==> src/rtl/bmdma_pkg.sv <==
package bmdma_pkg;
  localparam int DATA_W = 32;
  localparam int SLOT_BYTES = 8;

  typedef struct packed {
    logic       cmdWr;
    logic       statWr;
    logic [3:0] ptrBe;
  } chanStrobe_t;

  localparam logic [1:0] SZ_BYTE = 2'd0;
  localparam logic [1:0] SZ_WORD = 2'd1;
endpackage

==> src/rtl/bmdma_ctrl.sv <==
module bmdma_ctrl
  import bmdma_pkg::*;
#(
  parameter int NCH = 2,
  parameter int AW  = $clog2(NCH * SLOT_BYTES)
) (
  input  logic [AW-1:0]     ioAddr,
  input  logic [1:0]        ioSize,
  input  logic              ioWr,
  output chanStrobe_t       strb [NCH],
  output logic [DATA_W-1:0] sizeMask
);
  logic [AW-1:0] chanIdx;
  logic [1:0]    lane;
  logic          isByte;
  logic [3:0]    laneBe;

  assign chanIdx = ioAddr >> 3;
  assign lane    = ioAddr[1:0];
  assign isByte  = (ioSize == SZ_BYTE);

  always_comb begin
    case (ioSize)
      SZ_BYTE: sizeMask = 32'h0000_00FF;
      SZ_WORD: sizeMask = 32'h0000_FFFF;
      default: sizeMask = 32'hFFFF_FFFF;
    endcase
  end

  always_comb begin
    case (ioSize)
      SZ_BYTE: laneBe = 4'b0001 << lane;
      SZ_WORD: laneBe = 4'b0011 << lane;
      default: laneBe = 4'b1111 << lane;
    endcase
  end

  for (genvar c = 0; c < NCH; c++) begin : g_strb
    always_comb begin
      strb[c] = '0;
      if (ioWr && (chanIdx == AW'(c))) begin
        if (!ioAddr[2]) begin
          strb[c].cmdWr  = isByte && (lane == 2'd0);
          strb[c].statWr = isByte && (lane == 2'd2);
        end else begin
          strb[c].ptrBe  = laneBe;
        end
      end
    end
  end
endmodule

==> src/rtl/bmdma_datapath.sv <==
module bmdma_datapath
  import bmdma_pkg::*;
#(
  parameter int NCH = 2,
  parameter int AW  = $clog2(NCH * SLOT_BYTES)
) (
  input  logic              clk,
  input  logic              rst_n,
  input  logic [AW-1:0]     ioAddr,
  input  logic [1:0]        ioSize,
  input  logic [DATA_W-1:0] ioWrData,
  input  chanStrobe_t       strb [NCH],
  input  logic [DATA_W-1:0] sizeMask,
  input  logic [NCH-1:0]    actSet,
  input  logic [NCH-1:0]    actClr,
  input  logic [NCH-1:0]    errSet,
  input  logic [NCH-1:0]    intSet,
  output logic [DATA_W-1:0] ioRdData,
  output logic [NCH-1:0]    startBit,
  output logic [NCH-1:0]    dirBit
);
  logic [7:0]        cmdByte  [NCH];
  logic [7:0]        statByte [NCH];
  logic [DATA_W-1:0] ptrWord  [NCH];
  logic [DATA_W-1:0] laneData;
  logic [4:0]        laneShift;

  assign laneShift = {ioAddr[1:0], 3'b000};
  assign laneData  = ioWrData << laneShift;

  for (genvar c = 0; c < NCH; c++) begin : g_chan
    logic startQ, dirQ, actQ, errQ, intQ, cap5Q, cap6Q;
    logic [DATA_W-1:0] ptrQ;

    always_ff @(posedge clk or negedge rst_n) begin
      if (!rst_n) begin
        startQ <= 1'b0;
        dirQ   <= 1'b0;
      end else if (strb[c].cmdWr) begin
        startQ <= ioWrData[0];
        dirQ   <= ioWrData[3];
      end
    end

    always_ff @(posedge clk or negedge rst_n) begin
      if (!rst_n) begin
        actQ  <= 1'b0;
        errQ  <= 1'b0;
        intQ  <= 1'b0;
        cap5Q <= 1'b0;
        cap6Q <= 1'b0;
      end else begin
        if (actSet[c])      actQ <= 1'b1;
        else if (actClr[c]) actQ <= 1'b0;
        errQ <= errSet[c] | (errQ & ~(strb[c].statWr & ioWrData[1]));
        intQ <= intSet[c] | (intQ & ~(strb[c].statWr & ioWrData[2]));
        if (strb[c].statWr) begin
          cap5Q <= ioWrData[5];
          cap6Q <= ioWrData[6];
        end
      end
    end

    for (genvar b = 0; b < 4; b++) begin : g_ptrLane
      always_ff @(posedge clk or negedge rst_n) begin
        if (!rst_n)                ptrQ[8*b +: 8] <= 8'h00;
        else if (strb[c].ptrBe[b]) ptrQ[8*b +: 8] <= laneData[8*b +: 8];
      end
    end

    assign cmdByte[c]  = {4'b0000, dirQ, 2'b00, startQ};
    assign statByte[c] = {1'b0, cap6Q, cap5Q, 2'b00, intQ, errQ, actQ};
    assign ptrWord[c]  = {ptrQ[DATA_W-1:2], 2'b00};
    assign startBit[c] = startQ;
    assign dirBit[c]   = dirQ;
  end

  always_comb begin
    ioRdData = '0;
    for (int c = 0; c < NCH; c++) begin
      if ((ioAddr >> 3) == AW'(c)) begin
        if (ioAddr[2]) begin
          ioRdData = (ptrWord[c] >> laneShift) & sizeMask;
        end else if (ioSize != SZ_BYTE) begin
          ioRdData = sizeMask;
        end else begin
          case (ioAddr[1:0])
            2'd0:    ioRdData = {24'h0, cmdByte[c]};
            2'd2:    ioRdData = {24'h0, statByte[c]};
            default: ioRdData = 32'h0000_00FF;
          endcase
        end
      end
    end
  end
endmodule

==> src/rtl/bmdma_regs.sv <==
module bmdma_regs
  import bmdma_pkg::*;
#(
  parameter int NCH = 2,
  parameter int AW  = $clog2(NCH * SLOT_BYTES)
) (
  input  logic              clk,
  input  logic              rst_n,
  input  logic [AW-1:0]     ioAddr,
  input  logic [1:0]        ioSize,
  input  logic              ioWr,
  input  logic [DATA_W-1:0] ioWrData,
  output logic [DATA_W-1:0] ioRdData,
  input  logic [NCH-1:0]    actSet,
  input  logic [NCH-1:0]    actClr,
  input  logic [NCH-1:0]    errSet,
  input  logic [NCH-1:0]    intSet,
  output logic [NCH-1:0]    startBit,
  output logic [NCH-1:0]    dirBit
);
  chanStrobe_t       strb [NCH];
  logic [DATA_W-1:0] sizeMask;

  bmdma_ctrl #(.NCH(NCH), .AW(AW)) u_ctrl (
    .ioAddr(ioAddr), .ioSize(ioSize), .ioWr(ioWr),
    .strb(strb), .sizeMask(sizeMask)
  );

  bmdma_datapath #(.NCH(NCH), .AW(AW)) u_dp (
    .clk(clk), .rst_n(rst_n), .ioAddr(ioAddr), .ioSize(ioSize),
    .ioWrData(ioWrData), .strb(strb), .sizeMask(sizeMask),
    .actSet(actSet), .actClr(actClr), .errSet(errSet), .intSet(intSet),
    .ioRdData(ioRdData), .startBit(startBit), .dirBit(dirBit)
  );
endmodule

==> config.mk <==
export PLATFORM = sky130hd
export DESIGN_NAME = bmdma_regs
export DESIGN_NICKNAME = d
export VERILOG_FILES = /design/src/rtl/bmdma_pkg.sv /design/src/rtl/bmdma_ctrl.sv /design/src/rtl/bmdma_datapath.sv /design/src/rtl/bmdma_regs.sv
export SDC_FILE = /design/constraint.sdc
export NUM_CORES = 1
export LEC_CHECK = 0
export BUFFER_PORTS_ARGS = -buffer_cell sky130_fd_sc_hd__buf_2
export CORE_UTILIZATION = 45
export DETAILED_ROUTE_END_ITERATION = 10
export GPL_ROUTABILITY_DRIVEN = 1
export HOLD_SLACK_MARGIN = 0.15
export PLACE_DENSITY = 0.67
export SETUP_SLACK_MARGIN = 0.15
export SYNTH_ARGS = -nofsm -noshare
export SYNTH_HDL_FRONTEND = slang
export SYNTH_SLANG_ARGS = --single-unit
==> constraint.sdc <==
create_clock -name clk -period 1.69 [get_ports clk]
set_input_delay 0.0845 -clock clk [delete_from_list [all_inputs] [get_ports clk]]
set_output_delay 0.0845 -clock clk [all_outputs]
set_load 0.02 [all_outputs]
**After elaboration in Yosys (flattened, before gate mapping)**

Index checks and enable logic that the tools add are counted.

- Equality and inequality tests: 2
- Shift operators: 6
- Multiplexer cells: 18
- Bitwise logic cells: 18
- Reduce and logical (&&, ||, !) cells: 10

Operators by type and width:

| cell | number |
|---|---|
| $mux 32 | 6 |
| $and 32x32->32 | 2 |
| $pmux 32 s2 | 1 |
| $shr 32x5->32 | 2 |
| $pmux 8 s2 | 2 |
| $shl 32x5->32 | 1 |
| $mux 6 | 2 |
| $and 1x1->1 | 8 |
| $pmux 4 s2 | 1 |
| $reduce_bool 2->1 | 3 |
| $logic_and 1x1->1 | 4 |
| $logic_not 2->1 | 2 |
| $logic_not 4->1 | 1 |
| $mux 1 | 4 |
| $mux 4 | 1 |
| $not 1->1 | 4 |
| $or 1x1->1 | 4 |
| $shl 1x2->4 const A | 1 |
| $shl 2x2->4 const A | 1 |
| $shl 4x2->4 const A | 1 |
| $eq 2x1->1 const B | 1 |
| $eq 2x2->1 const B | 1 |
| $mux 2 | 1 |

- Register bits after elaboration: 78
- Input port bits: 49
- Output and inout bits: 36
- Word-level logic and storage cells: 76

**Depth between registers and ports, before layout**

Gate-level depths: netlist of the first run.

- Depth after elaboration: 8
- Depth in mapped cells: 6
- Depth with buffers taken out: 3

**By module**

Synthesis of the first run repeated with hierarchy kept, for this count alone.

- Cells, all modules: 556
- Area, all modules: 5193.7 µm²

By module, submodules not included:

| module | instances | cells each | area an instance (µm²) | seq. area each (µm²) |
|---|---|---|---|---|
| bmdma_datapath | 1 | 502 | 4830.9 | 1851.8 |
| bmdma_ctrl | 1 | 54 | 362.8 | 0.0 |

**Worst setup path before layout of the first run**

Ideal clock, no wire load.

- Kind: in2reg
- Start: input port ioSize[1]
- End: register u_dp.g_chan[1].cap5Q
- Setup time: 0.125 ns
- Arrival time: 1.519 ns
- Path slack: 0.046 ns
- Stages on the path: 5
- Cell sequence: buf_2 -> or4_4 -> buf_6 -> or3_4 -> mux2_4

- Cells in the longest elaborated chain, start to end: 4

Ends and longest elaborated chain:

| item | line | source |
|---|---|---|
| from (decl) | bmdma_regs.sv:10 | `input logic [1:0] ioSize,` |
| $logic_not 2->1 | bmdma_ctrl.sv:20 | `assign isByte = (ioSize == SZ_BYTE);` |
| $logic_and 1x1->1 | bmdma_ctrl.sv:44 | `strb[c].statWr = isByte && (lane == 2'd2);` |
| $mux 2 | bmdma_ctrl.sv:42 | `if (!ioAddr[2]) begin` |
| $mux 6 | bmdma_ctrl.sv:41 | `if (ioWr && (chanIdx == AW'(c))) begin` |
| to (signal assigned) | bmdma_datapath.sv:58 | `cap5Q <= ioWrData[5];` |
| to (decl) | bmdma_datapath.sv:32 | `logic startQ, dirQ, actQ, errQ, intQ, cap5Q, cap6Q;` |

No other way between the ends.
A chain may end at the register's enable or synchronous reset.

**Worst setup path in the final report of the first run**

- Start: register u_dp.g_chan[1].ptrQ[23]
- End: output port ioRdData[7]

- Cells in the longest elaborated chain, start to end: 4

Ends and longest elaborated chain:

| item | line | source |
|---|---|---|
| from (decl) | bmdma_datapath.sv:33 | `logic [DATA_W-1:0] ptrQ;` |
| from (signal, indexed assignment) | bmdma_datapath.sv:67 | `else if (strb[c].ptrBe[b]) ptrQ[8*b +: 8] <= laneData[8*b +: 8];` |
| $shr 32x5->32 | bmdma_datapath.sv:83 | `ioRdData = (ptrWord[c] >> laneShift) & sizeMask;` |
| $and 32x32->32 | bmdma_datapath.sv:83 |  |
| $mux 32 | bmdma_datapath.sv:82 | `if (ioAddr[2]) begin` |
| $mux 32 | bmdma_datapath.sv:81 | `if ((ioAddr >> 3) == AW'(c)) begin` |
| to (decl) | bmdma_regs.sv:13 | `output logic [DATA_W-1:0] ioRdData,` |

No other way between the ends.

==> impl_metrics.toml, run 1 <==
[placed_design]
dpl.hpwl_mm = 9.84
gp_congestion = 0.896
pre_cts_slack_ps = 48.0
io_buffers = 84
dpl_cell_area_um2 = 5540

[global_route]
grt.total_usage_pct = 26.9
globalRouteOverflowTotal = 0
grt_max_degree = 75
antenna_found_initial = 0
grt_first_pass_wirelength_mm = 22.4
grt_pass1_vias = 4149

[layout]
drive_above_1_share_pct = 53.6
final_area_um2 = 6390
nets = 593
antenna_cells = 0
areaGrowthSynthToFinish_pct = 35.0

[synthesis]
synth_nets = 460
synth_mux_area_share_pct = 37.7
synth_edf_count = 0
syn_area_um2 = 4730
seq_area_frac_synth_pct = 39.1
yosys.area_share.simple_pct = 6.58
ys_ff_latch = 74
synthFlopType = "dfrtp_1"
ys.warnings.count = 0
synth_top_area_share_pct = 39.1
synth_top_family_by_area = "multiplexers"
syn-mean-instance-area_um2 = 11.5
synth_compound_area_share_pct = 10.3
yosysTopAreaCell = "dfrtp_1"
synth.distinct_cells = 39
synthXorXnorAreaFrac_pct = 0
async_reset_ff_share_pct = 100
synthCells = 411
synthAdderAreaFrac_pct = 0
yosys-top-cells-count = "74 x dfrtp_1, 74 x mux2_2, 44 x mux2i_1, 34 x inv_1, 26 x nor2_1"
synth_area_leaders = "dfrtp_1 39%, mux2_2 18%, mux4_2 9.5%"

[power_and_ir_drop]
power_mw = 6.22
switchingPower_mw = 1.97
power_frac_comb_pct = 34.2
ir_drop_mv = 0.405
p_clk_share_pct = 26.5
p_leak_nw = 2.93
p_int_mw = 4.25
powerDensity_nw_per_um2 = 974
power_frac_seq_pct = 39.3
switching_share_pct = 31.7

[sta]
layout_setup_ws_ps = -252
maxSlewHeadroom_pct = 49.4
worstMarginPinSlew_ps = 758
rsz0062_at_grt = "true"
hold_violations = 0
finalCritPeriodShare_pct = 115
drv_slew = 0
fin_skew_ps = 0
min_period_ps = 1940
finalHoldWorstSlack_ps = 158
final-setup-viol-count = 18
fmax_ghz = 0.515

[clocking]
cts_max_path_buffers = 2
clk_pin_slew_ps = 80
cts_root_buffer = "clkbuf_8"
htreeDepth = 3
cts_tree = "done"
clk_latency_ps = 350
cts_buffers = 9
cts_sinks = 74

[critical_path]
start_kind = "flop"
endpoint_kind = "primary output"
reg2reg_to = "u_dp.g_chan[0].actQ$_DFFE_PN0P_"
reg2reg_slack_ps = 490
crit_fanout = 3
reg2reg_from = "u_dp.g_chan[0].actQ$_DFFE_PN0P_"
arrival_ps = 1860
r2r_cells = 2
crit_required_ps = 1610
critical_path_class = "flop to primary output"

[floorplanning]
dieHeight_um = 105
die_area_um2 = 10900
core_area_um2 = 10300
chipWidth_um = 105
initial_core_util_pct = 46.0
rows = 37
io_pins = 85

[routing]
met3_length_um = 763
wl_per_cell_um = 20.5
wl_mm = 14.1
wl_met1_mm = 6.08
vias = 3953
route.detailed.drc = 0
wl_met2_mm = 6.76
drt_iter0_drc = 320
antenna_left = 0
dr.pass1.iters = 5
avgViaCountPerCell = 5.77
dr.max_layer_used = "met4"

[min_path]
holdPathStages = 3
hp-start = "ioWrData[14]"
hp-class = "input pin to flop"
holdPathEnd = "u_dp.g_chan[1].ptrQ[22]$_DFFE_PN0P_"

[outcome]
status = "finished, violations left"
violations = "setup timing"

[flow_run]
cap_violations = 0
## cell usage in the layout, fill, tap and decap left out, types with 4 or more instances in the layout
| master | instances |
|---|---|
| nor2_1 | 20 |
| nor2_4 | 4 |
| dfrtp_1 | 74 |
| mux4_2 | 20 |
| a221oi_2 | 8 |
| nor3_1 | 4 |
| buf_6 | 13 |
| mux2_2 | 64 |
| mux2i_1 | 44 |
| buf_2 | 63 |
| inv_2 | 8 |
| dlygate4sd3_1 | 22 |
| nand2b_1 | 4 |
| buf_4 | 48 |
| o2bb2ai_1 | 8 |
| a31oi_1 | 4 |
| clkbuf_8 | 9 |
| nand3_1 | 4 |
| or3_1 | 4 |
| nand2_1 | 7 |
| mux2_4 | 14 |
| buf_12 | 7 |
| o21ai_0 | 11 |
| o21ai_2 | 4 |
| inv_1 | 26 |
| o21ai_1 | 4 |
## timing repair
action                                  CTS  global route
buffers inserted                          8             3
gates resized for setup                  64            30
pin swaps                                15             9
endpoints found under the hold margin   110             0
gates cloned                              0             0
hold buffers                             22             0
endpoints found under the setup margin   31            27
## metal layers
layer,GRT usage (%),vias up
met2,42.7,147
met4,14.9,0
met3,4.18,37
li1,-,1775
met1,35.3,1994
met5,0,-
## per-stage QoR
stage / std cells / setup TNS, ps / util, %
floorplan: 411 / 0 / -
CTS: 682 / -1730 / 61.0
global placement: 636 / 0 / 53.9
detailed placement: 636 / 0 / 53.9
finish: 685 / -1870 / 62.2
global route: 685 / -2600 / 62.2
## registers in the layout (all words and copies together) (netlist names)
name	flops
u_dp.g_chan.actQ	2
u_dp.g_chan.cap5Q	2
u_dp.g_chan.cap6Q	2
u_dp.g_chan.dirQ	2
u_dp.g_chan.errQ	2
u_dp.g_chan.intQ	2
u_dp.g_chan.ptrQ	60
u_dp.g_chan.startQ	2
## worst max path at each step
| stage | start | to | slack [ps] |
|---|---|---|---|
| floorplan | ioAddr[0] | ioRdData[24] | 70 |
| global placement | ioAddr[0] | ioRdData[7] | 60 |
| detailed placement | ioAddr[0] | u_dp.g_chan[0].dirQ$_DFFE_PN0P_ | 50 |
| CTS | u_dp.g_chan[1].ptrQ[23]$_DFFE_PN0P_ | ioRdData[7] | -250 |
| global route | u_dp.g_chan[0].ptrQ[23]$_DFFE_PN0P_ | ioRdData[7] | -300 |
| finish | u_dp.g_chan[1].ptrQ[23]$_DFFE_PN0P_ | ioRdData[7] | -250 |
## power groups by stage
stage | clock network, mW | registers, mW | logic (mW)
after CTS | 1.67 | 2.41 | 1.99
after detailed placement | 0 | 2.45 | 1.67
final | 1.65 | 2.44 | 2.13
after global routing | 1.76 | 2.48 | 2.26
after floorplan | 0 | 2.34 | 1.21
after global placement | 0 | 2.43 | 1.63
## cell families after synthesis
group           count (synthesis)
mux                           142
flops                          74
buf+inv                        67
compound gates                 67
simple gates                   61
## final cells by class
cell class	instances	area (um^2)
clock inverter	6	105
clock buffer	10	128
timing repair buffer	153	1180
inverter	36	139
multi-input combinational	270	2810
sequential	74	1850
tap	136	170
fill	823	3890
## critical path: stages (launching register included)
cell	delay [ps]
dfrtp_1	410
mux4_2	470
a221o_1	330
o2bb2ai_2	140
buf_6	140
Power figures use the tool's default switching activity.
==> run 2: changes to the inputs <==
==> constraint.sdc (replaced) <==
create_clock -name clk -period 1.69 [get_ports clk]
set_input_delay 0.0845 -clock clk [delete_from_list [all_inputs] [get_ports clk]]
set_output_delay 0.0845 -clock clk [all_outputs]
set_load 0.05 [all_outputs]
==> run 2 against run 1 <==
Net effect: the run still ends with setup timing left; sequential share of layout area fell by 2.7 points; final cell count rose by 4.7%; count of clock-buffer cells in the layout rose by 1; worst setup slack improved by 14 ps; clock skew did not move; wire length rose by 5.7%; first-iteration DRC count fell by 12%; core utilization rose by 6.5 points; register-to-register slack got worse by 110 ps; highest routed layer unchanged.
==> impl_metrics.toml, run 2 (synthesized netlist as in run 1, its figures left out) <==
[outcome]
status = "finished, violations left"
violations = "setup timing"

[floorplanning]
chipWidth_um = 105
io_pins = 85
initial_core_util_pct = 46.0
dieHeight_um = 105
core_area_um2 = 10300
die_area_um2 = 10900
rows = 37

[global_route]
grt_pass1_vias = 4419
grt.total_usage_pct = 28.5
grt_first_pass_wirelength_mm = 23.7
globalRouteOverflowTotal = 0
antenna_found_initial = 0
grt_max_degree = 30

[power_and_ir_drop]
switchingPower_mw = 2.38
powerDensity_nw_per_um2 = 915
switching_share_pct = 36.8
power_frac_seq_pct = 37.3
power_frac_comb_pct = 43.3
p_int_mw = 4.08
power_mw = 6.46
p_clk_share_pct = 19.4
p_leak_nw = 3.16
ir_drop_mv = 0.488

[clocking]
htreeDepth = 3
cts_sinks = 74
cts_max_path_buffers = 2
cts_root_buffer = "clkbuf_8"
clk_latency_ps = 340
cts_buffers = 9
clk_pin_slew_ps = 70
cts_tree = "done"

[routing]
wl_per_cell_um = 20.7
avgViaCountPerCell = 5.68
drt_iter0_drc = 283
dr.pass1.iters = 4
vias = 4070
antenna_left = 0
wl_mm = 14.9
route.detailed.drc = 0

[min_path]
holdPathStages = 3
hp-class = "input pin to flop"

[critical_path]
crit_required_ps = 1610
start_kind = "flop"
endpoint_kind = "primary output"
crit_fanout = 3
arrival_ps = 1840
critical_path_class = "flop to primary output"
r2r_cells = 3

[layout]
mostFrequentLayoutCells = "74 x dfrtp_1, 69 x buf_4, 65 x mux2_2"
final_util_pct = 68.6
largest_reg_flops = 60
final.fill_count = 761
areaGrowthSynthToFinish_pct = 49.1
drive_above_1_share_pct = 61.8
nets = 625
register_area_um2 = 1850
layout_commonest_cell = "dfrtp_1"
regMostFlops = "u_dp.g_chan.ptrQ"
antenna_cells = 0
multi_input_area_um2 = 3170
finalNonFillerCells = 717

[sta]
layout_setup_ws_ps = -238
drv_slew = 0
finalCritPeriodShare_pct = 114
fin_skew_ps = 0
maxSlewHeadroom_pct = 59.4
min_period_ps = 1930
hold_violations = 0
rsz0062_at_grt = "true"
final-setup-viol-count = 16
finalHoldWorstSlack_ps = 169
worstMarginPinSlew_ps = 610
fmax_ghz = 0.519

[placed_design]
pre_cts_slack_ps = -24.4
placed_cells = 657
io_buffers = 84
dpl.hpwl_mm = 10.5
gp_congestion = 0.859

[flow_run]
cap_violations = 0
## run 2: final timing paths
kind / from / end / slack [ps]
worst min-delay path: ioWrData[12] / u_dp.g_chan[1].ptrQ[20]$_DFFE_PN0P_ / 170
min in group asynchronous: rst_n / u_dp.g_chan[1].ptrQ[14]$_DFFE_PN0P_ / 280
worst max register to register: u_dp.g_chan[1].actQ$_DFFE_PN0P_ / u_dp.g_chan[1].actQ$_DFFE_PN0P_ / 380
worst min register to register: u_dp.g_chan[1].cap6Q$_DFFE_PN0N_ / u_dp.g_chan[1].cap6Q$_DFFE_PN0N_ / 510
max in group asynchronous: rst_n / u_dp.g_chan[1].ptrQ[24]$_DFFE_PN0P_ / 820
worst max-delay path: u_dp.g_chan[1].ptrQ[23]$_DFFE_PN0P_ / ioRdData[7] / -240
## run 2: metrics by stage
step | setup TNS [ps] | area, um^2
after CTS | -1960 | 6940
after global placement | 0 | 6020
after detailed placement | -24.4 | 6020
final | -1830 | 7050
after global routing | -2670 | 7050
after floorplan | 0 | 5090
## run 2: repair_timing
action,4_1_cts,5_1_grt
cloned,0,0
pin swaps,21,13
setup buffers,20,4
endpoints found under the hold margin,51,0
setup endpoints to repair,32,32
hold buffers,20,0
gates resized for setup,103,29
## run 2: routing by layer
metal | vias to the layer above | wire (um) | track usage [%]
li1 | 1844 | - | -
met1 | 2047 | 6110 | 37.0
met2 | 154 | 7490 | 48.7
met3 | 25 | 994 | 4.68
met4 | 0 | 267 | 8.78
met5 | - | 0 | 0
## run 2: worst max-delay path, stage by stage, from the launching register on
cell and delay, ps:
dfrtp_1 400, mux4_2 470, a221o_1 350, o2bb2ai_2 140
buf_6 160
## run 2: area by class of cell
| type | count | area share [%] |
|---|---|---|
| repair buffers | 185 | 22.0 |
| inverters | 36 | 1.97 |
| clock buffers | 11 | 2.00 |
| clock inverters | 5 | 0.426 |
| flip-flops and latches | 74 | 26.3 |
| well taps | 136 | 2.41 |
| multi-input cells | 270 | 45.0 |
## run 2: power groups by stage
stage	clock (mW)	sequential (mW)	combinational [mW]
2_1_floorplan	0	2.34	1.64
3_3_place_gp	0	2.41	2.09
3_5_place_dp	0	2.44	2.14
4_1_cts	1.26	2.38	2.67
5_1_grt	1.33	2.44	2.96
6_report	1.25	2.41	2.80
==> run 3: changes to the inputs <==
--- a/config.mk
+++ b/config.mk
@@ -5,12 +5,13 @@
 export SDC_FILE = /design/constraint.sdc
 export NUM_CORES = 1
 export LEC_CHECK = 0
+export ABC_AREA = 1
 export BUFFER_PORTS_ARGS = -buffer_cell sky130_fd_sc_hd__buf_2
 export CORE_UTILIZATION = 45
 export DETAILED_ROUTE_END_ITERATION = 10
 export GPL_ROUTABILITY_DRIVEN = 1
 export HOLD_SLACK_MARGIN = 0.15
-export PLACE_DENSITY = 0.67
+export PLACE_DENSITY = 0.66
 export SETUP_SLACK_MARGIN = 0.15
 export SYNTH_ARGS = -nofsm -noshare
 export SYNTH_HDL_FRONTEND = slang
==> run 3 against run 2 <==
Net effect: the run now ends clean; synthesized area rose by 2.1%; register-to-register slack better by 140 ps; die area rose by 2.1%; first-iteration DRC count increased by 35%; via count is 27% higher; final cell count grew 36%; non-clock buffer count down 34; synthesized cell count increased by 73%; highest routed layer unchanged.
==> impl_metrics.toml, run 3 <==
[sta]
final-setup-viol-count = 0
fin_skew_ps = 0
drv_slew = 0
maxSlewHeadroom_pct = 59.6
fmax_ghz = 0.640
rsz0062_at_grt = "true"
finalCritPeriodShare_pct = 92.5
tns_ps = 0
min_period_ps = 1560
worstMarginPinSlew_ps = 606
hold_violations = 0

[layout]
register_area_um2 = 1850
areaGrowthSynthToFinish_pct = 30.5
nets = 883
drive_above_1_share_pct = 26.7
regMostFlops = "u_dp.g_chan.ptrQ"
largest_reg_flops = 60
final.fill_count = 956
multi_input_area_um2 = 2620
layout_commonest_cell = "nand2_1"
mostFrequentLayoutCells = "244 x nand2_1, 74 x dfrtp_1, 65 x o21ai_1"
antenna_cells = 0
final_area_um2 = 6300

[global_route]
grt_max_degree = 75
grt_first_pass_wirelength_mm = 25.1
globalRouteOverflowTotal = 0
grt_pass1_vias = 4952
antenna_found_initial = 0
grt.total_usage_pct = 29.1

[routing]
dr.pass1.iters = 5
vias = 5179
route.detailed.drc = 0
antenna_left = 0
wl_mm = 15.6
avgViaCountPerCell = 5.31
wl_per_cell_um = 16.0
drt_iter0_drc = 381

[clocking]
cts_tree = "done"
cts_buffers = 9
cts_root_buffer = "clkbuf_8"
clk_pin_slew_ps = 80
cts_sinks = 74
clk_latency_ps = 360
cts_max_path_buffers = 2
htreeDepth = 3

[critical_path]
critical_path_class = "flop to primary output"
crit_required_ps = 1610
start_kind = "flop"
endpoint_kind = "primary output"
arrival_ps = 1480
crit_fanout = 3

[synthesis]
yosys-top-cells-count = "257 x nand2_1, 84 x o21ai_0, 74 x dfrtp_1, 58 x inv_1, 46 x nor2_1"
syn-mean-instance-area_um2 = 6.78
ys_ff_latch = 74
synth_area_leaders = "dfrtp_1 38%, nand2_1 20%, o21ai_0 8.7%"
ys.warnings.count = 0
yosysTopAreaCell = "dfrtp_1"
async_reset_ff_share_pct = 100
syn_area_um2 = 4830
synth_nets = 762
synthCells = 713
seq_area_frac_synth_pct = 38.3
synthFlopType = "dfrtp_1"
synth_most_common_cell = "nand2_1"
synth.distinct_cells = 27
synth_top_area_share_pct = 38.3
synth_edf_count = 0

[power_and_ir_drop]
powerDensity_nw_per_um2 = 929
ir_drop_mv = 0.669
p_leak_nw = 3.08

[outcome]
status = "finished, final reports clean"

[floorplanning]
initial_core_util_pct = 46.6
die_area_um2 = 11200
dieHeight_um = 106
io_pins = 85
rows = 37
chipWidth_um = 106
core_area_um2 = 10400

[placed_design]
io_buffers = 84
dpl.hpwl_mm = 11.6
gp_congestion = 0.927
dpl_cell_area_um2 = 5380

[min_path]
hp-class = "input pin to flop"

[flow_run]
cap_violations = 0
run 3: cell count changes after synthesis, moves of 24 or more:
cell,change
mux2i_1,-44
o21ai_0,+65
nand2_1,+250
inv_1,+24
nand3_1,+28
mux2_2,-74
o21ai_1,+41
run 3: kinds of logic (layout without fill, tap and decap cells):
family                 count (synthesis)  after routing  share of synthesized area [%]
AND/OR/NAND/NOR                      360            360                           30.9
AO/OA/AOI/OAI                        171            171                           19.8
buffers and inverters                108            234                           11.0
flip-flops                            74             74                           38.3
run 3: critical path: stages, from the launching register on:
cell	delay [ps]
dfrtp_1	420
o21ai_2	130
nor2_1	70
nor3_2	260
nor2_1	90
buf_6	160
run 3: area by class of cell:
cell class,count,share of cell area [%]
Multi-Input combinational cell,531,41.6
Timing Repair Buffer,151,18.5
Clock buffer,12,2.46
Tap cell,136,2.70
Sequential cell,74,29.4
Inverter,67,4.15
Clock inverter,4,1.17
run 3: final timing paths:
check	start	endpoint	slack, ps	depth (start not counted)
max	u_dp.g_chan[1].ptrQ[11]$_DFFE_PN0P_	ioRdData[11]	130	5
min	ioWrData[11]	u_dp.g_chan[0].ptrQ[19]$_DFFE_PN0P_	180	5
max reg2reg	u_dp.g_chan[0].actQ$_DFFE_PN0P_	u_dp.g_chan[0].actQ$_DFFE_PN0P_	520	3
min reg2reg	u_dp.g_chan[0].errQ$_DFF_PN0_	u_dp.g_chan[0].errQ$_DFF_PN0_	480	2
max in group asynchronous	rst_n	u_dp.g_chan[1].ptrQ[12]$_DFFE_PN0P_	1090	3
min in group asynchronous	rst_n	u_dp.g_chan[1].ptrQ[24]$_DFFE_PN0P_	290	3
run 3: stage by stage:
| stage | util (%) | instances | power (mW) | hold WS, ps | setup slack [ps] |
|---|---|---|---|---|---|
| floorplan | - | 713 | 3.49 | -211 | 115 |
| global placement | 51.9 | 916 | 3.93 | 150 | 95.5 |
| detailed placement | 51.9 | 916 | 3.95 | 148 | 74.7 |
| CTS | 58.9 | 970 | 5.70 | 153 | 110 |
| global route | 60.8 | 975 | 6.15 | 189 | 79.6 |
| finish | 60.8 | 975 | 5.85 | 177 | 127 |
run 3: power by group:
part	switching [mW]	internal, mW
Clock	0.684	0.913
Sequential	0.215	2.08
Combinational	1.25	0.708
Total	2.15	3.71
run 3: routing by layer:
layer  up-vias  share of wire (%)  GRT usage, %
met5         -                  0             0
met2       194                 47          47.4
li1       2529                  -             -
met3        35                5.8          3.65
met1      2421                 45          39.3
met4         0                2.7          12.1
run 3: repair_timing:
item / 4_1_cts / 5_1_grt
endpoints found under the setup margin: 19 / 28
hold buffers: 35 / 0
pin swaps: 7 / 32
setup buffers: 3 / 5
endpoints found under the hold margin: 117 / 0
resized for setup: 55 / 67
